**config.mk**
```make
export PLATFORM = sky130hd
export DESIGN_NAME = cambus_master
export DESIGN_NICKNAME = d
export VERILOG_FILES = /design/src/rtl/cbm_pkg.sv /design/src/rtl/cbm_arbiter.sv /design/src/rtl/cbm_engine.sv /design/src/rtl/cambus_master.sv
export SDC_FILE = /design/constraint.sdc
export NUM_CORES = 1
export LEC_CHECK = 0
export ABC_AREA = 1
export BUFFER_PORTS_ARGS = -buffer_cell sky130_fd_sc_hd__buf_4
export CAP_MARGIN = 0
export CORE_MARGIN = 5
export CORE_UTILIZATION = 45
export CTS_BUF_LIST = sky130_fd_sc_hd__clkbuf_4
export CTS_CLUSTER_DIAMETER = 50
export CTS_CLUSTER_SIZE = 24
export DETAILED_ROUTE_END_ITERATION = 12
export GPL_TIMING_DRIVEN = 0
export PLACE_DENSITY = 0.76
export SYNTH_ARGS = -nofsm -noshare
export SYNTH_HDL_FRONTEND = slang
export SYNTH_HIERARCHICAL = 1
export SYNTH_SLANG_ARGS = --single-unit
```
**constraint.sdc**
```tcl
create_clock -name clk -period 2.8 [get_ports clk]
set_clock_uncertainty 0.2 [all_clocks]
set_input_delay 0.42 -clock clk [delete_from_list [all_inputs] [get_ports clk]]
set_output_delay 0.42 -clock clk [all_outputs]
set_load 0.01 [all_outputs]
```
**src/rtl/cbm_pkg.sv**
```systemverilog
// Shared types for the camera control bus master.
// Assumes exactly two requesters and byte-wide fields.
package cbm_pkg;
    localparam int NREQ = 2;
    localparam int BW   = 8;

    typedef struct packed {
        logic          rd;
        logic [BW-1:0] dev;
        logic [BW-1:0] reg_no;
        logic [BW-1:0] wdata;
    } cbm_cmd_t;

    typedef enum logic [2:0] {
        ST_INIT,
        ST_IDLE,
        ST_START,
        ST_BIT,
        ST_STOP,
        ST_STOP_SETTLE
    } cbm_state_t;
endpackage

```
**src/rtl/cbm_arbiter.sv**
```systemverilog
// Two-port round-robin arbiter with a bus lock.
// Grants only while the engine is idle and no lock is held. Holds the lock from
// acceptance until the engine's completion pulse, and routes that pulse to the owner.
module cbm_arbiter
    import cbm_pkg::*;
(
    input  logic            clk,
    input  logic            rst_n,
    input  logic [NREQ-1:0] req_valid,
    input  logic            eng_idle,
    input  logic            eng_done,
    output logic [NREQ-1:0] req_ready,
    output logic            take,
    output logic            pick,
    output logic [NREQ-1:0] done_o
);
    logic last_q;
    logic owner_q;
    logic locked_q;
    logic free;

    // choose a port: alternate on contention, else the only requester
    always_comb begin
        if (req_valid == 2'b11) pick = ~last_q;
        else                    pick = req_valid[1];
        free      = eng_idle && !locked_q;
        req_ready = (free && (|req_valid)) ? (pick ? 2'b10 : 2'b01) : 2'b00;
        take      = |(req_ready & req_valid);
        done_o    = eng_done ? (owner_q ? 2'b10 : 2'b01) : 2'b00;
    end

    // lock and owner bookkeeping
    always_ff @(posedge clk) begin
        if (!rst_n) begin
            last_q   <= 1'b1;
            owner_q  <= 1'b0;
            locked_q <= 1'b0;
        end else if (take) begin
            locked_q <= 1'b1;
            owner_q  <= pick;
            last_q   <= pick;
        end else if (eng_done) begin
            locked_q <= 1'b0;
        end
    end

    AST_READY_ONEHOT: assert property (@(posedge clk) disable iff (!rst_n) $onehot0(req_ready)) else $error("ready not onehot");
    AST_LOCK_NO_READY: assert property (@(posedge clk) disable iff (!rst_n) locked_q |-> (req_ready == 2'b00)) else $error("ready while locked");
    AST_DONE_ONEHOT: assert property (@(posedge clk) disable iff (!rst_n) $onehot0(done_o)) else $error("done not onehot");
endmodule

```
**src/rtl/cbm_engine.sv**
```systemverilog
// Bit-level sequencer for the camera control bus.
// Runs start, byte, stop and restart phases from tick counts of the system clock.
// Assumes CYCLE_TICKS >= 8, SETTLE_TICKS >= 1 and SETTLE_TICKS < CYCLE_TICKS.
// Samples sda_i in the middle of the clock-high phase.
module cbm_engine
    import cbm_pkg::*;
#(
    parameter int SETTLE_TICKS = 240,
    parameter int CYCLE_TICKS  = 2160
) (
    input  logic          clk,
    input  logic          rst_n,
    input  logic          start_i,
    input  cbm_cmd_t      cmd_i,
    output logic          idle_o,
    output logic          done_o,
    output logic [BW-1:0] rdata_o,
    output logic          scl_o,
    output logic          sda_o,
    output logic          sda_oe_o,
    input  logic          sda_i
);
    localparam int MAXT = (SETTLE_TICKS > CYCLE_TICKS) ? SETTLE_TICKS : CYCLE_TICKS;
    localparam int TW   = $clog2(MAXT + 1);
    localparam int HALF = CYCLE_TICKS / 2;
    localparam int QTR  = HALF / 2;
    localparam logic [TW-1:0] SET_END = TW'(SETTLE_TICKS - 1);
    localparam logic [TW-1:0] CYC_END = TW'(CYCLE_TICKS - 1);
    localparam logic [TW-1:0] T_QTR   = TW'(QTR);
    localparam logic [TW-1:0] T_RISE  = TW'(HALF - 1);
    localparam logic [TW-1:0] T_SMP   = TW'(HALF + QTR);
    localparam logic [TW-1:0] T_MAX   = TW'(MAXT - 1);

    cbm_state_t    state_q;
    logic [TW-1:0] tick_q;
    logic [3:0]    bitn_q;
    logic [1:0]    byte_idx_q;
    logic          seg_q;
    cbm_cmd_t      cmd_q;
    logic [BW-1:0] rx_q;
    logic [BW-1:0] rdata_q;
    logic          scl_q, sda_q, oe_q, done_q;

    logic [BW-1:0] cur_byte;
    logic [2:0]    bit_sel;
    logic          rx_byte;
    logic [1:0]    last_idx;
    logic          tx_bit;
    logic          drive;

    // byte selection and per-bit line value for the current phase
    always_comb begin
        if (!seg_q) begin
            case (byte_idx_q)
                2'd0:    cur_byte = cmd_q.dev & 8'hFE;
                2'd1:    cur_byte = cmd_q.reg_no;
                default: cur_byte = cmd_q.wdata;
            endcase
        end else begin
            cur_byte = (byte_idx_q == 2'd0) ? (cmd_q.dev | 8'h01) : 8'hFF;
        end
        rx_byte  = cmd_q.rd && seg_q && (byte_idx_q == 2'd1);
        last_idx = cmd_q.rd ? 2'd1 : 2'd2;
        bit_sel  = 3'd7 - bitn_q[2:0];
        tx_bit   = bitn_q[3] ? 1'b1 : cur_byte[bit_sel];
        drive    = bitn_q[3] ? rx_byte : !rx_byte;
    end

    // phase sequencer with tick timer
    always_ff @(posedge clk) begin
        if (!rst_n) begin
            state_q    <= ST_INIT;
            tick_q     <= '0;
            bitn_q     <= '0;
            byte_idx_q <= '0;
            seg_q      <= 1'b0;
            cmd_q      <= '0;
            rx_q       <= '0;
            rdata_q    <= '0;
            scl_q      <= 1'b1;
            sda_q      <= 1'b1;
            oe_q       <= 1'b1;
            done_q     <= 1'b0;
        end else begin
            done_q <= 1'b0;
            tick_q <= tick_q + 1'b1;
            case (state_q)
                ST_INIT: begin
                    if (tick_q == SET_END) begin
                        state_q <= ST_IDLE;
                        tick_q  <= '0;
                    end
                end
                ST_IDLE: begin
                    tick_q <= '0;
                    if (start_i) begin
                        cmd_q      <= cmd_i;
                        seg_q      <= 1'b0;
                        byte_idx_q <= '0;
                        sda_q      <= 1'b0;
                        state_q    <= ST_START;
                    end
                end
                ST_START: begin
                    if (tick_q == SET_END) begin
                        tick_q  <= '0;
                        bitn_q  <= '0;
                        scl_q   <= 1'b0;
                        state_q <= ST_BIT;
                    end
                end
                ST_BIT: begin
                    if (tick_q == T_QTR) begin
                        sda_q <= tx_bit;
                        oe_q  <= drive;
                    end
                    if (tick_q == T_RISE) scl_q <= 1'b1;
                    if (tick_q == T_SMP && rx_byte && !bitn_q[3])
                        rx_q <= {rx_q[BW-2:0], sda_i};
                    if (tick_q == CYC_END) begin
                        tick_q <= '0;
                        scl_q  <= 1'b0;
                        if (bitn_q[3]) begin
                            bitn_q <= '0;
                            if (byte_idx_q == last_idx) state_q <= ST_STOP;
                            else                        byte_idx_q <= byte_idx_q + 1'b1;
                        end else begin
                            bitn_q <= bitn_q + 1'b1;
                        end
                    end
                end
                ST_STOP: begin
                    if (tick_q == T_QTR) begin
                        sda_q <= 1'b0;
                        oe_q  <= 1'b1;
                    end
                    if (tick_q == T_RISE) scl_q <= 1'b1;
                    if (tick_q == CYC_END) begin
                        sda_q   <= 1'b1;
                        tick_q  <= '0;
                        state_q <= ST_STOP_SETTLE;
                    end
                end
                ST_STOP_SETTLE: begin
                    if (tick_q == SET_END) begin
                        tick_q <= '0;
                        if (cmd_q.rd && !seg_q) begin
                            seg_q      <= 1'b1;
                            byte_idx_q <= '0;
                            sda_q      <= 1'b0;
                            state_q    <= ST_START;
                        end else begin
                            done_q  <= 1'b1;
                            if (cmd_q.rd) rdata_q <= rx_q;
                            state_q <= ST_IDLE;
                        end
                    end
                end
                default: state_q <= ST_INIT;
            endcase
        end
    end

    assign idle_o   = (state_q == ST_IDLE);
    assign done_o   = done_q;
    assign rdata_o  = rdata_q;
    assign scl_o    = scl_q;
    assign sda_o    = sda_q;
    assign sda_oe_o = oe_q;

    AST_INIT_HIGH: assert property (@(posedge clk) disable iff (!rst_n) (state_q == ST_INIT) |-> (scl_q && sda_q && oe_q)) else $error("init lines not high");
    AST_START_EDGE: assert property (@(posedge clk) disable iff (!rst_n) (state_q == ST_START && $past(state_q) != ST_START) |-> (scl_q && !sda_q)) else $error("bad start");
    AST_TICK_RANGE: assert property (@(posedge clk) disable iff (!rst_n) tick_q <= T_MAX) else $error("tick overrun");
    AST_HOLD_WHILE_HIGH: assert property (@(posedge clk) disable iff (!rst_n) (state_q == ST_BIT && $past(state_q) == ST_BIT && scl_q && $past(scl_q)) |-> ($stable(sda_q) && $stable(oe_q))) else $error("data moved under high clock");
    AST_RX_RELEASED: assert property (@(posedge clk) disable iff (!rst_n) (state_q == ST_BIT && rx_byte && !bitn_q[3] && tick_q > T_QTR) |-> !oe_q) else $error("driving during receive");
    AST_DONE_PULSE: assert property (@(posedge clk) disable iff (!rst_n) done_q |=> !done_q) else $error("done longer than one cycle");
endmodule

```
**src/rtl/cambus_master.sv**
```systemverilog
// Top of the camera control bus master: arbiter plus bit engine.
// Assumes each requester holds valid and its command stable until ready.
module cambus_master
    import cbm_pkg::*;
#(
    parameter int SETTLE_TICKS = 240,
    parameter int CYCLE_TICKS  = 2160
) (
    input  logic                    clk,
    input  logic                    rst_n,
    input  logic [NREQ-1:0]         req_valid,
    output logic [NREQ-1:0]         req_ready,
    input  logic [NREQ-1:0][BW-1:0] req_dev,
    input  logic [NREQ-1:0][BW-1:0] req_reg,
    input  logic [NREQ-1:0][BW-1:0] req_wdata,
    input  logic [NREQ-1:0]         req_read,
    output logic [NREQ-1:0]         req_done,
    output logic [BW-1:0]           rd_data,
    output logic                    scl,
    output logic                    sda_out,
    output logic                    sda_oe,
    input  logic                    sda_in
);
    logic     take, pick, eng_idle, eng_done;
    cbm_cmd_t cmd_sel;

    // forward the granted requester's command to the engine
    always_comb begin
        cmd_sel.rd     = req_read[pick];
        cmd_sel.dev    = req_dev[pick];
        cmd_sel.reg_no = req_reg[pick];
        cmd_sel.wdata  = req_wdata[pick];
    end

    cbm_arbiter u_arb (
        .clk       (clk),
        .rst_n     (rst_n),
        .req_valid (req_valid),
        .eng_idle  (eng_idle),
        .eng_done  (eng_done),
        .req_ready (req_ready),
        .take      (take),
        .pick      (pick),
        .done_o    (req_done)
    );

    cbm_engine #(
        .SETTLE_TICKS (SETTLE_TICKS),
        .CYCLE_TICKS  (CYCLE_TICKS)
    ) u_eng (
        .clk      (clk),
        .rst_n    (rst_n),
        .start_i  (take),
        .cmd_i    (cmd_sel),
        .idle_o   (eng_idle),
        .done_o   (eng_done),
        .rdata_o  (rd_data),
        .scl_o    (scl),
        .sda_o    (sda_out),
        .sda_oe_o (sda_oe),
        .sda_i    (sda_in)
    );
endmodule

```
**Yosys cells after proc, flatten, opt, wreduce, memory -nomap -nowiden**

Index checks and enable logic that the tools add are counted.

- Add/sub/neg operators: 4
- Magnitude comparators: 2
- Equal/unequal tests: 26
- Mux-type cells: 65
- Bitwise operators: 3
- Reductions and logical operators: 35

Operators with widths:

| cell | number |
|---|---|
| 2-to-1 mux 8 bit | 8 |
| one-hot mux 12 bit (3 select lines) | 1 |
| equality test 12 x 11 -> 1 bit (second input constant) | 2 |
| 2-to-1 mux 12 bit | 2 |
| 2-to-1 mux 2 bit | 12 |
| 2-to-1 mux 3 bit | 8 |
| 2-to-1 mux 1 bit | 22 |
| != test 2 x 1 -> 1 bit (second input constant) | 10 |
| one-hot mux 3 bit (6 select lines) | 1 |
| one-hot mux 8 bit (2 select lines) | 1 |
| adder 12 x 1 -> 12 bit (second input constant) | 1 |
| equality test 12 x 10 -> 1 bit (second input constant) | 1 |
| equality test 12 bit (second input constant) | 1 |
| equality test 12 x 8 -> 1 bit (second input constant) | 1 |
| 2-to-1 mux 4 bit | 3 |
| AND reduction 3 bit | 3 |
| one-hot mux 4 bit (2 select lines) | 1 |
| AND reduction 4 bit | 2 |
| AND reduction 8 bit | 1 |
| nonzero test 2 bit | 4 |
| logical AND 1 bit | 7 |
| AND reduction 7 bit | 1 |
| equality test 3 x 2 -> 1 bit (second input constant) | 2 |
| equality test 3 bit (second input constant) | 2 |
| 27 further kinds | 38 |

- Register bits after elaboration: 70
- Input port bits: 55
- Output and inout port bits: 15

**Longest topological paths before layout**

Gate-level depths: netlist (run 1).

- Depth in word-level cells: 8
- Gate-level depth with buffers: 17

**Modules after synthesis**

The synthesis (run 1) kept the hierarchy.

By module, submodules not included:

| module | times used | cells each | area each (um^2) |
|---|---|---|---|
| cbm_engine | 1 | 477 | 3271.9 |
| cambus_master | 1 | 81 | 339.1 |
| cbm_arbiter | 1 | 27 | 168.9 |

**Least setup slack after synthesis (run 1)**

OpenSTA, ideal clock, no wires.

- Kind: register -> register
- Start point: register u_eng.state_q[0]
- End point: register u_eng.state_q[2]
- Arrival time: 1.656 ns
- Data required time: 2.487 ns
- Slack: 0.831 ns
- Stages on the path, launching flop included: 18
- Path buffers: 0
- Period minus slack after synthesis: 1.969 ns
- Cells stage by stage: dfxtp_1 -> inv_1 -> nor2_2 -> inv_2 -> nor2_2 -> inv_1 -> nor2_2 -> nand2_2 -> inv_1 -> inv_1 -> nand2_1 -> nand2_4 -> nor2_4 -> nand2_2 -> nor2_4 -> nand2_1 -> nand2_1 -> nor2_1

- Word-level cells in the longest chain between the ends: 8
- Elaborated cells between the ends (all ways): 21
- Those cells by class: eq/ne (13); mux (2); bitwise (1); reduce/logical (5)

Ends and longest elaborated chain:

| element | line | source |
|---|---|---|
| start: declaration | cbm_engine.sv:34 | `cbm_state_t state_q;` |
| start signal: assignment | cbm_engine.sv:72 | `state_q <= ST_INIT;` |
| start signal: assignment | cbm_engine.sv:90 | `state_q <= ST_IDLE;` |
| start signal: assignment | cbm_engine.sv:101 | `state_q <= ST_START;` |
| equality test 3 x 1 -> 1 bit | cbm_engine.sv:164 | `assign idle_o = (state_q == ST_IDLE);` |
| net eng_idle | cambus_master.sv:24 | `logic take, pick, eng_idle, eng_done;` |
| logical AND 1 bit | cbm_arbiter.sv:26 | `free = eng_idle && !locked_q;` |
| logical AND 1 bit | cbm_arbiter.sv:27 | `req_ready = (free && (\|req_valid)) ? (pick ? 2'b10 : 2'b01) : 2'b00;` |
| 2-to-1 mux 2 bit | cbm_arbiter.sv:27 |  |
| AND 2 bit | cbm_arbiter.sv:28 | `take = \|(req_ready & req_valid);` |
| OR reduction 2 bit | cbm_arbiter.sv:28 |  |
| net take | cambus_master.sv:24 |  |
| != test 2 bit (no source line) | n/a |  |
| AND reduction 8 bit (no source line) | n/a |  |

The timed path passes the listed nets, and every way through them passes these cells.
A chain may end at the register's enable or synchronous reset.

**Worst setup path in the final report (run 1)**

- Start point: register u_eng.state_q[0]
- End point: output req_ready[0]

- Word-level cells in the longest chain between the ends: 4

Ends and longest elaborated chain:

| element | line | source |
|---|---|---|
| equality test 3 x 1 -> 1 bit | cbm_engine.sv:164 |  |
| net eng_idle | cambus_master.sv:24 |  |
| logical AND 1 bit | cbm_arbiter.sv:26 |  |
| logical AND 1 bit | cbm_arbiter.sv:27 |  |
| 2-to-1 mux 2 bit | cbm_arbiter.sv:27 |  |
| end: declaration | cambus_master.sv:12 | `output logic [NREQ-1:0] req_ready,` |

The timed path passes the listed nets, and every way through them passes these cells.

==> results of run 1 <==
[metrics by stage]
step | hold slack, ns | cell area [um^2] | cells | setup slack [ns]
floorplan | 0.221 | 3770 | 582 | 0.831
global placement | 0.235 | 4400 | 754 | 0.568
detailed placement | 0.238 | 4400 | 754 | 0.571
CTS | 0.0753 | 4590 | 771 | 0.349
global route | 0.0944 | 4590 | 771 | 0.167
finish | 0.0991 | 4590 | 771 | 0.394
[registers in the layout (all words and copies together), names as in the netlist, 2 cells and up]
signal	cells
u_eng/byte_idx_q	2
u_eng/tick_q	12
u_eng/rdata_o	8
u_eng/bitn_q	4
u_eng/cmd_q	24
u_eng/state_q	3
u_eng/rx_q	8
[how the worst min path moves through the flow]
stage                  startpoint  slack [ns]  cells past startpoint            end
finish               req_valid[1]         0.1                      3  u_arb/owner_q
global route         req_valid[1]        0.09                      3  u_arb/owner_q
CTS                  req_valid[1]        0.08                      3  u_arb/owner_q
detailed placement  u_eng/rx_q[7]        0.24                      2  u_eng/rx_q[7]
global placement    u_eng/rx_q[7]        0.23                      2  u_eng/rx_q[7]
floorplan           u_eng/rx_q[7]        0.22                      2  u_eng/rx_q[7]
[power breakdown]
| part | internal [mW] | switching, mW |
|---|---|---|
| Combinational | 0.353 | 0.591 |
| Sequential | 1.07 | 0.0755 |
| Clock | 0.375 | 0.402 |
[cell type report]
cell class	count	area (um^2)
well taps	105	131
clock buffers	9	67.6
inverters	79	302
fillers	810	3590
flip-flops and latches	69	1380
plain buffers	20	119
repair buffers	68	513
clock inverters	7	105
multi-input cells	414	1970
[layout by cell type (no fill, tap or decap), types with 2 or more instances in the layout]
cell type  count
buf_2          5
nor2_1        76
nor4_1         4
dfxtp_1       69
inv_2          5
inv_1         73
nor2_4         2
nand3_1       25
buf_6          4
o21ai_0       54
nor2_2         3
clkbuf_1       9
xor2_1         9
nand3_2        3
o21ai_1        3
nand2_4        2
ha_1           5
nor3_1         9
nand2_2        6
inv_6          3
nand2_1      161
nand4_1        5
a21oi_1       36
buf_4         69
bufinv_16      2
clkbuf_4       9
[worst max-delay path, cell delays in order, from the launching register on]
cell	delay [ns]
dfxtp_1	0.36
inv_1	0.10
nor2_2	0.17
inv_2	0.08
nor2_2	0.12
inv_1	0.06
nor2_2	0.14
nand2_2	0.10
nor2_1	0.10
buf_4	0.12
[metal layers]
| layer | track usage, % | vias up |
|---|---|---|
| met5 | 0 | - |
| met3 | 3.31 | 18 |
| li1 | - | 1997 |
| met4 | 8.59 | 0 |
| met2 | 29.7 | 99 |
| met1 | 22.5 | 1659 |
[repair_timing]
item | CTS | global route
endpoints found under the setup margin | 0 | 0
resized for setup | 0 | 0
endpoints found under the hold margin | 1 | 0
setup buffers | 0 | 0
hold buffers | 1 | 0
==> impl_metrics.env, run 1 <==
export IMPL_clockBufferDepth=2
export IMPL_finalSetupTns_ns=0
export IMPL_dieHeight_um=102
export IMPL_maxCapViolCount=0
export IMPL_arrival_ns=1.79
export IMPL_synth_area_per_cell_um2=6.48
export IMPL_timing_rr_start="u_eng/byte_idx_q[1]"
export IMPL_max_vdd_ir_drop_mv=0.267
export IMPL_layout_nets=721
export IMPL_grt_pass1_wl_mm=15.2
export IMPL_wirelength_mm=8.87
export IMPL_rr_worst_depth=16
export IMPL_hp_class="input port to register"
export IMPL_status="completed"
export IMPL_synth_warnings=6
export IMPL_wl_per_cell_um=11.5
export IMPL_cts_tree="done"
export IMPL_cp_start_kind="register"
export IMPL_synth_cells=582
export IMPL_io_pins=70
export IMPL_root_buffer="clkbuf_4"
export IMPL_grt_max_degree=15
export IMPL_clk_latency_ns=0.43
export IMPL_power_density_nw_per_um2=625
export IMPL_port_buffers=67
export IMPL_r2r_end="u_eng/sda_o"
export IMPL_rows=33
export IMPL_drive_above_1_share_pct=18.2
export IMPL_m1WireLength_mm=4.05
export IMPL_power_total_mw=2.86
export IMPL_final_util_pct=56.1
export IMPL_slew_headroom_pct=66.4
export IMPL_wl_met3_um=416
export IMPL_h_tree_depth=3
export IMPL_hpwl_mm=6.85
export IMPL_drt_iter0_markers=154
export IMPL_grt_overflow=0
export IMPL_syn_area_um2=3770
export IMPL_synth_nets=642
export IMPL_routed_top_layer="met4"
export IMPL_initial_core_util_pct=46.1
export IMPL_antenna_left=0
export IMPL_drcViolationCount=0
export IMPL_grt_pass1_vias=3540
export IMPL_fmax_ghz=0.416
export IMPL_ff2ff_setup_slack_ns=0.49
export IMPL_syn_to_final_growth_pct=21.7
export IMPL_fin_crit_sh_pct=85.9
export IMPL_hold_viol=0
export IMPL_tightest_slew_ns=0.502
export IMPL_core_um2=8180
export IMPL_cts_buffers=9
export IMPL_endpoint="req_ready[0]"
export IMPL_avgViaCountPerCell=4.89
export IMPL_cp_data_required_time_ns=2.18
export IMPL_gp_congestion=0.933
export IMPL_cp_end_kind="primary output"
export IMPL_crit_path_start="u_eng/state_q[0]"
export IMPL_die_w_um=102
export IMPL_p_leak_nw=2.08
export IMPL_crit_fanout=5
export IMPL_antenna_found_initial=0
export IMPL_final_max_slew_violation_count=0
export IMPL_vias=3773
export IMPL_cts_clk_slew_worst_paths_ns=0.12
export IMPL_dr_pass1_iters=4
export IMPL_dieArea_um2=10300
export IMPL_period_minus_slack_ns=2.41
export IMPL_grt_setup_unrepaired="false"
export IMPL_setup_viol=0
export IMPL_crit_type="register to primary output"
export IMPL_antennaDiodeCount=0
export IMPL_cts_sinks=69
export IMPL_wl_met2_mm=4.19
export IMPL_grtUsageTotal_pct=17.9
Power figures use the tool's default switching activity.
==> run 2, diff against run 1 <==
--- a/config.mk
+++ b/config.mk
@@ -6,7 +6,6 @@
 export NUM_CORES = 1
 export LEC_CHECK = 0
 export ABC_AREA = 1
-export BUFFER_PORTS_ARGS = -buffer_cell sky130_fd_sc_hd__buf_4
 export CAP_MARGIN = 0
 export CORE_MARGIN = 5
 export CORE_UTILIZATION = 45
@@ -14,8 +13,9 @@
 export CTS_CLUSTER_DIAMETER = 50
 export CTS_CLUSTER_SIZE = 24
 export DETAILED_ROUTE_END_ITERATION = 12
+export DONT_BUFFER_PORTS = 1
 export GPL_TIMING_DRIVEN = 0
-export PLACE_DENSITY = 0.76
+export PLACE_DENSITY = 0.69
 export SYNTH_ARGS = -nofsm -noshare
 export SYNTH_HDL_FRONTEND = slang
 export SYNTH_HIERARCHICAL = 1
==> run 2 against run 1 <==
Net effect:
- cell count down 8.3%
- non-clock buffer count is 64 lower
- design area down 11%
- largest cell class unchanged
- flip-flop and latch count unchanged
- largest power group unchanged
- critical path type unchanged
- die area unchanged
- via count fell by 6.3%
- clock power fell by 13%
- critical path depth down 1
- sequential share of layout area grew 3.7 points
- first-iteration DRC count stayed put
- clock-buffer cell count stayed put
==> impl_metrics.env, run 2 (same netlist as run 1, synthesis figures left out) <==
export IMPL_hp_class="input port to register"
export IMPL_fmax_ghz=0.425
export IMPL_setup_viol=0
export IMPL_gp_congestion=0.912
export IMPL_hold_viol=0
export IMPL_largest_register="u_eng/cmd_q"
export IMPL_cts_sinks=69
export IMPL_tightest_slew_ns=0.519
export IMPL_grtUsageTotal_pct=17.4
export IMPL_wirelength_mm=8.65
export IMPL_cp_data_required_time_ns=2.18
export IMPL_cp_end_kind="primary output"
export IMPL_postCtsSetupBuffers=0
export IMPL_path_cells="inv_1 > nor2_2 > inv_2 > nor2_2 > inv_1 > nor2_2 > nand2_2 > nor2_1"
export IMPL_min_from="req_wdata[2]"
export IMPL_antenna_left=0
export IMPL_drt_iter0_markers=154
export IMPL_initial_core_util_pct=46.1
export IMPL_crit_type="register to primary output"
export IMPL_drcViolationCount=0
export IMPL_pwr_share_seq_pct=42.8
export IMPL_cts_tree="done"
export IMPL_crit_fanout=5
export IMPL_final_common_cell="nand2_1"
export IMPL_final_max_slew_violation_count=0
export IMPL_crit_path_start="u_eng/state_q[0]"
export IMPL_grt_pass1_vias=3247
export IMPL_status="completed"
export IMPL_rows=33
export IMPL_p_leak_nw=1.75
export IMPL_io_pins=70
export IMPL_cp_num_buf_inv=3
export IMPL_most_common_layout_cells="161 x nand2_1, 76 x nor2_1, 73 x inv_1, 69 x dfxtp_1, 54 x o21ai_0"
export IMPL_hpwl_mm=6.59
export IMPL_comb_power_share_pct=32.0
export IMPL_largest_reg_flops=24
export IMPL_intPower_mw=1.65
export IMPL_switchingPower_mw=1.05
export IMPL_drive_above_1_share_pct=8.97
export IMPL_maxCapViolCount=0
export IMPL_fin_crit_sh_pct=84.0
export IMPL_port_buffers=0
export IMPL_dieHeight_um=102
export IMPL_cp_common_cell="nor2_2"
export IMPL_finalSetupTns_ns=0
export IMPL_timing_rr_start="u_eng/byte_idx_q[0]"
export IMPL_p_sw_share_pct=38.9
export IMPL_avgViaCountPerCell=5.00
export IMPL_arrival_ns=1.73
export IMPL_grt_overflow=0
export IMPL_clockBufferDepth=2
export IMPL_vias=3536
export IMPL_cp_start_kind="register"
export IMPL_layout_nets=657
export IMPL_grt_max_degree=15
export IMPL_cp_top_family="simple AND/OR/NAND/NOR gates"
export IMPL_p_clk_share_pct=25.2
export IMPL_cts_buffers=9
export IMPL_grt_pass1_wl_mm=14.5
export IMPL_max_stage_delay_ns=0.35
export IMPL_die_w_um=102
export IMPL_wl_per_cell_um=12.2
export IMPL_worst_path_max_delay_cell="dfxtp_1"
export IMPL_largestRegisters="u_eng/cmd_q: 24 flops, u_eng/tick_q: 12 flops"
export IMPL_antennaDiodeCount=0
export IMPL_cts_clk_slew_worst_paths_ns=0.13
export IMPL_power_density_nw_per_um2=659
export IMPL_antenna_found_initial=0
export IMPL_dp_slack_ns=0.550
export IMPL_slew_headroom_pct=65.3
export IMPL_root_buffer="clkbuf_4"
export IMPL_cts_resized=0
export IMPL_core_um2=8180
export IMPL_dieArea_um2=10300
export IMPL_h_tree_depth=3
export IMPL_max_vdd_ir_drop_mv=0.224
export IMPL_setup_slack_ns=0.447
export IMPL_grt_setup_unrepaired="false"
export IMPL_syn_to_final_growth_pct=8.40
export IMPL_dr_pass1_iters=6
export IMPL_clk_latency_ns=0.43
export IMPL_period_minus_slack_ns=2.35
[run 2: routing by layer]
metal  GRT usage (%)  vias up  routed length (um)
met3            4.82        8                 543
met2            28.4      110                3990
li1                -     1866                   -
met1            22.5     1552                4030
met5               0        -                   0
met4            5.21        0                  95
[run 2: timing repair]
action / CTS / global route
endpoints found under the setup margin: 0 / 0
endpoints found under the hold margin: 4 / 0
hold buffers: 4 / 0
[run 2: power groups by stage]
stage | clock, mW | combinational (mW) | sequential, mW
after floorplan | 0 | 0.686 | 1.16
after global placement | 0 | 0.834 | 1.17
after detailed placement | 0 | 0.845 | 1.17
after CTS | 0.704 | 0.860 | 1.15
after global routing | 0.739 | 0.997 | 1.17
final | 0.678 | 0.863 | 1.15
[run 2: worst min-delay path, stage by stage]
cell     delay, ns
nand2_1       0.03
nand2_1       0.04
o21ai_0       0.07
nor2_1        0.08
[run 2: layout make-up]
| class | count | area (um^2) |
|---|---|---|
| Buffer | 20 | 119 |
| Tap cell | 105 | 131 |
| Clock buffer | 9 | 67.6 |
| Sequential cell | 69 | 1380 |
| Multi-Input combinational cell | 414 | 1970 |
| Fill cell | 875 | 4090 |
| Inverter | 79 | 302 |
| Timing Repair Buffer | 4 | 40.0 |
| Clock inverter | 7 | 77.6 |
[run 2: path summary, 6_finish.rpt]
| kind | endpoint | slack [ns] | cells past startpoint |
|---|---|---|---|
| worst min-delay path | u_eng/cmd_q[2] | 0.04 | 4 |
| worst max-delay path | req_ready[0] | 0.45 | 8 |
| worst max register to register | u_eng/sda_o | 0.51 | 15 |
| worst min register to register | u_eng/rx_q[7] | 0.26 | 2 |
[run 2: metrics by stage]
stage               cells  util, %  power, mW  hold WS (ns)  area [um^2]
finish                707     50.0       2.69        0.0378         4090
global placement      687     47.7       2.01         0.232         3900
global route          707     50.0       2.90        0.0362         4090
detailed placement    687     47.7       2.02         0.244         3900
floorplan             582        -       1.84         0.221         3770
CTS                   707     50.0       2.72        0.0127         4090
